### config.mk
export PLATFORM = sky130hd
export DESIGN_NAME = prisel_top
export DESIGN_NICKNAME = d
export VERILOG_FILES = /design/src/rtl/prisel_pkg.sv /design/src/rtl/prisel_leaf.sv /design/src/rtl/prisel_join.sv /design/src/rtl/prisel_tree.sv /design/src/rtl/prisel_outreg.sv /design/src/rtl/prisel_top.sv
export SDC_FILE = /design/constraint.sdc
export NUM_CORES = 1
export LEC_CHECK = 0
export ABC_AREA = 1
export BUFFER_PORTS_ARGS = -buffer_cell sky130_fd_sc_hd__buf_2
export CAP_MARGIN = 20
export CORE_AREA = 2 2 437 439
export DETAILED_ROUTE_END_ITERATION = 12
export DIE_AREA = 0 0 439 441
export PLACE_DENSITY = 0.3
export SETUP_SLACK_MARGIN = 0.2
export SLEW_MARGIN = 20
export SYNTH_ARGS = -nofsm -noshare
export SYNTH_HDL_FRONTEND = slang
export SYNTH_HIERARCHICAL = 1
export SYNTH_SLANG_ARGS = --single-unit
### constraint.sdc
create_clock -name vclk -period 4.1
set_clock_uncertainty 0.05 [all_clocks]
set_input_delay 0.205 -clock vclk [all_inputs]
set_output_delay 0.205 -clock vclk [all_outputs]
set_load 0.05 [all_outputs]
### src/rtl/prisel_pkg.sv
package prisel_pkg;

    typedef enum logic {
        PIPE_OFF = 1'b0,
        PIPE_ON  = 1'b1
    } pipe_e;

    function automatic int unsigned tree_nodes(input int unsigned leaves);
        return 2 * leaves - 1;
    endfunction

endpackage

### src/rtl/prisel_leaf.sv
module prisel_leaf #(
    parameter int unsigned LEAF = 4,
    parameter int unsigned W    = 16
) (
    input  logic [LEAF-1:0]   cond_i,
    input  logic [LEAF*W-1:0] data_i,
    output logic              hit_o,
    output logic [W-1:0]      sel_o
);

    // Short chain: scanning downwards leaves the lowest set index as winner.
    always_comb begin
        sel_o = '0;
        hit_o = |cond_i;
        for (int i = LEAF - 1; i >= 0; i--) begin
            if (cond_i[i]) begin
                sel_o = data_i[i*W +: W];
            end
        end
    end

endmodule

### src/rtl/prisel_join.sv
module prisel_join #(
    parameter int unsigned W = 16
) (
    input  logic         lo_hit_i,
    input  logic [W-1:0] lo_data_i,
    input  logic         hi_hit_i,
    input  logic [W-1:0] hi_data_i,
    output logic         hit_o,
    output logic [W-1:0] data_o
);

    // The lower-index subtree outranks the upper one whenever it has any match.
    always_comb begin
        hit_o  = lo_hit_i | hi_hit_i;
        data_o = lo_hit_i ? lo_data_i : hi_data_i;
    end

endmodule

### src/rtl/prisel_tree.sv
module prisel_tree
    import prisel_pkg::*;
#(
    parameter int unsigned N    = 64,
    parameter int unsigned W    = 16,
    parameter int unsigned LEAF = 4
) (
    input  logic [N-1:0]   cond_i,
    input  logic [N*W-1:0] data_i,
    output logic           hit_o,
    output logic [W-1:0]   sel_o
);

    localparam int unsigned NLEAF = N / LEAF;
    localparam int unsigned NODES = tree_nodes(NLEAF);
    localparam int unsigned FIRST = NLEAF - 1;   // heap index of leaf 0

    if ((NLEAF * LEAF != N) || ((NLEAF & (NLEAF - 1)) != 0)) begin : g_bad_cfg
        $error("prisel_tree: N/LEAF must be an integer power of two");
    end

    // Heap layout: node k has children 2k+1 (lower half) and 2k+2 (upper half).
    logic [NODES-1:0] node_hit;
    logic [W-1:0]     node_data [NODES];

    for (genvar k = 0; k < NLEAF; k++) begin : g_leaf
        prisel_leaf #(
            .LEAF (LEAF),
            .W    (W)
        ) u_leaf (
            .cond_i (cond_i[k*LEAF +: LEAF]),
            .data_i (data_i[k*LEAF*W +: LEAF*W]),
            .hit_o  (node_hit[FIRST+k]),
            .sel_o  (node_data[FIRST+k])
        );
    end

    for (genvar n = 0; n < NLEAF - 1; n++) begin : g_join
        prisel_join #(
            .W (W)
        ) u_join (
            .lo_hit_i  (node_hit[2*n+1]),
            .lo_data_i (node_data[2*n+1]),
            .hi_hit_i  (node_hit[2*n+2]),
            .hi_data_i (node_data[2*n+2]),
            .hit_o     (node_hit[n]),
            .data_o    (node_data[n])
        );
    end

    assign hit_o = node_hit[0];
    assign sel_o = node_data[0];

endmodule

### src/rtl/prisel_outreg.sv
module prisel_outreg #(
    parameter int unsigned W = 16
) (
    input  logic         clk,
    input  logic         rst_n,
    input  logic         hit_i,
    input  logic [W-1:0] data_i,
    output logic         hit_o,
    output logic [W-1:0] data_o
);

    typedef struct packed {
        logic         hit;
        logic [W-1:0] data;
    } stage_t;

    stage_t st_d;
    stage_t st_q;

    always_comb begin
        st_d.hit  = hit_i;
        st_d.data = hit_i ? data_i : '0;
    end

    always_ff @(posedge clk or negedge rst_n) begin
        if (!rst_n) begin
            st_q <= '0;
        end else begin
            st_q <= st_d;
        end
    end

    assign hit_o  = st_q.hit;
    assign data_o = st_q.data;

endmodule

### src/rtl/prisel_top.sv
module prisel_top
    import prisel_pkg::*;
#(
    parameter int unsigned N    = 64,
    parameter int unsigned W    = 16,
    parameter int unsigned LEAF = 4,
    parameter pipe_e       PIPE = PIPE_OFF
) (
    input  logic           clk,
    input  logic           rst_n,
    input  logic [N-1:0]   cond_i,
    input  logic [N*W-1:0] data_i,
    output logic [W-1:0]   sel_o,
    output logic           hit_o
);

    localparam int unsigned HALF = N / 2;

    logic         root_hit;
    logic [W-1:0] root_data;

    prisel_tree #(
        .N    (N),
        .W    (W),
        .LEAF (LEAF)
    ) u_tree (
        .cond_i (cond_i),
        .data_i (data_i),
        .hit_o  (root_hit),
        .sel_o  (root_data)
    );

    if (PIPE == PIPE_ON) begin : g_pipe
        prisel_outreg #(
            .W (W)
        ) u_outreg (
            .clk    (clk),
            .rst_n  (rst_n),
            .hit_i  (root_hit),
            .data_i (root_data),
            .hit_o  (hit_o),
            .data_o (sel_o)
        );
    end else begin : g_comb
        assign hit_o = root_hit;
        assign sel_o = root_data;

        AST_HIT_IS_OR: assert property (@(posedge clk) disable iff (!rst_n)
            hit_o == (|cond_i));

        AST_FIRST_WINS: assert property (@(posedge clk) disable iff (!rst_n)
            cond_i[0] |-> sel_o == data_i[W-1:0]);

        AST_UPPER_WHEN_LOWER_IDLE: assert property (@(posedge clk) disable iff (!rst_n)
            (cond_i[HALF] && !(|cond_i[HALF-1:0])) |-> sel_o == data_i[HALF*W +: W]);

        AST_LAST_ALONE: assert property (@(posedge clk) disable iff (!rst_n)
            (cond_i == {1'b1, {(N-1){1'b0}}}) |-> sel_o == data_i[N*W-1 -: W]);
    end

    AST_IDLE_ZERO: assert property (@(posedge clk) disable iff (!rst_n)
        !hit_o |-> sel_o == '0);

endmodule

==> flow_metrics.tcl <==
set metrics [dict create \
    status "completed" \
    antenna_found_initial 85 \
    peakVddDrop_uv 39.2 \
    post-route-min-period_ns 3.37 \
    tns_ns 0 \
    path_cells "buf_2 -> nor2_1 -> nand2_1 -> or2_1 -> or2_1 -> buf_4 -> inv_6 -> nand2_1 -> nand2_1 -> nand2_1 -> nand2_1 -> buf_2" \
    multi_input_area_um2 11900 \
    grt_first_pass_wirelength_mm 187 \
    holdPathStages 12 \
    cp_max_fo 17 \
    synth_nets 4205 \
    vias_per_cell 3.52 \
    finalSetupViolCount 0 \
    hold_violations 0 \
    grtUsageTotal_pct 14.0 \
    critPathMostFrequentCell "nand2_1" \
    hp-class "in -> out" \
    portBuffers 1105 \
    ys_seq_area_share_pct 0 \
    synthCells 3115 \
    fin_crit_sh_pct 82.1 \
    via_count 23200 \
    rsz0062_at_grt "false" \
    start_util_pct 8.04 \
    final_cell_area_um2 21600 \
    combPwrFrac_pct 100.0 \
    holdBufCountCts 0 \
    wl_mm 145 \
    total_power_mw 2.41 \
    grt_pass1_vias 22300 \
    path_class "in -> out" \
    ys_types 14 \
    swShare_pct 65.1 \
    power_density_nw_per_um2 112 \
    die_x_um 439 \
    tightestPinTransition_ns 0.875 \
    die_area_um2 194000 \
    fp.dieH_um 441 \
    cp-start-kind "input pin" \
    place_area_um2 21500 \
    holdPathEnd "sel_o[5]" \
    cts_resized 0 \
    slew_headroom_pct 41.7 \
    routedWlPerCell_um 22.1 \
    p_leak_nw 11.6 \
    p_seq_share_pct 0 \
    drive_above_1_share_pct 35.4 \
    drc 0 \
    seq_area_um2 0 \
    core_area_um2 189000 \
    power_frac_clock_pct 0 \
    fin_nets 5109 \
    power_switching_mw 1.57 \
    overflow 0 \
    post-cts-setup-buffer-count 0 \
    place_congestion 0.933 \
    fin_hold_ws_ns 1.19 \
    rows 160 \
    num-fill-cells 23000 \
    slew_viol_final 0 \
    critPathSlowestCell "or2_1" \
    arrival_ns 3.11 \
    maxCapViolations 0 \
    fmax_ghz 0.297 \
    hold_start "data_i[325]" \
    dp_hpwl_mm 130 \
    ys_warn_count 6 \
    synth_area_um2 15200 \
    design.portCount 1107 \
    n_clock_buffer 0 \
    first_pass_iters 5 \
    synthToLayoutAreaGrowth_pct 41.9 \
    cpPeakStageDelay_ns 0.51 \
    drt_iter0_markers 1620 \
    design.seq.count 0 \
    cp.required_ns 3.85 \
    drtAntennaViolNets 0 \
    synth.avg_cell_area_um2 4.88 \
    p_int_uw 841 \
    grt_max_degree 34 \
    cp-end-kind "output pin" \
]
metrics by stage:
stage | std cells | setup WS (ns) | utilization, %
2_1_floorplan | 3115 | 1.39 | -
4_1_cts | 6528 | 0.663 | 11.3
6_report | 6580 | 0.733 | 11.4
3_3_place_gp | 6528 | 0.651 | 11.3
5_1_grt | 6564 | 0.534 | 11.4
3_5_place_dp | 6528 | 0.671 | 11.3
synthesized netlist by cell type, drive strengths merged:
library cell / instances / area, µm²
or2: 15 / 93.8
nor2: 544 / 2440
nand2: 1760 / 6790
nand3: 256 / 1280
inv: 47 / 452
buf: 237 / 2860
a21oi: 256 / 1280
cell usage in the layout, fill, tap and decap left out:
cell type  synthesis  layout
buf_4             48      34
inv_6             31      31
or2_1             15      15
nand2_1         1685    1685
nand2_2           75      75
nor2_1           384     384
diode_2            0      52
buf_2             16    1093
a21oi_1          256     256
nand3_1          256     256
inv_8             16      16
buf_12            47      12
nor2_2           160     160
metal layers:
metal,up-vias,routed length (µm),global-route usage (%)
li1,11500,-,-
met1,10600,58500,16.9
met2,904,74200,25.8
met3,152,9370,2.39
met4,28,3000,2.65
met5,-,181,0
critical path, delay by kind of cell:
kind,cells,cell delay (ns)
buf+inv,4,0.97
simple gates,8,1.90
cell families (layout without fill, tap and decap cells):
family / after synthesis / count (layout) / share of synthesized area [%]
AOI/OAI and AO/OA: 256 / 256 / 8.43
buffers and inverters: 284 / 1186 / 21.8
other: 0 / 52 / 0
and+or+nand+nor: 2575 / 2575 / 69.8
cell type report:
cell class                      count  share of cell area (%)
Inverter                           47                    2.09
Multi-Input combinational cell   2831                    55.1
Timing Repair Buffer             1139                    27.6
Antenna cell                       52                   0.603
Tap cell                         2511                    14.6
worst max path at each step:
stage / slack [ns] / start / endpoint
after floorplan: 1.39 / cond_i[3] / sel_o[10]
after global placement: 0.65 / cond_i[43] / sel_o[13]
after detailed placement: 0.67 / cond_i[43] / sel_o[13]
after CTS: 0.66 / cond_i[43] / sel_o[13]
after global routing: 0.53 / cond_i[43] / sel_o[13]
final: 0.73 / cond_i[43] / sel_o[3]
power by group through the flow:
| stage | clock network, mW | logic (mW) | registers (mW) |
|---|---|---|---|
| global route | 0.00000121 | 2.64 | 0 |
| finish | 0.00000154 | 2.41 | 0 |
| detailed placement | 0 | 2.44 | 0 |
| floorplan | 0 | 1.31 | 0 |
| global placement | 0 | 2.45 | 0 |
| CTS | 0 | 2.45 | 0 |
Note: power is estimated with default switching activity, not from simulation.
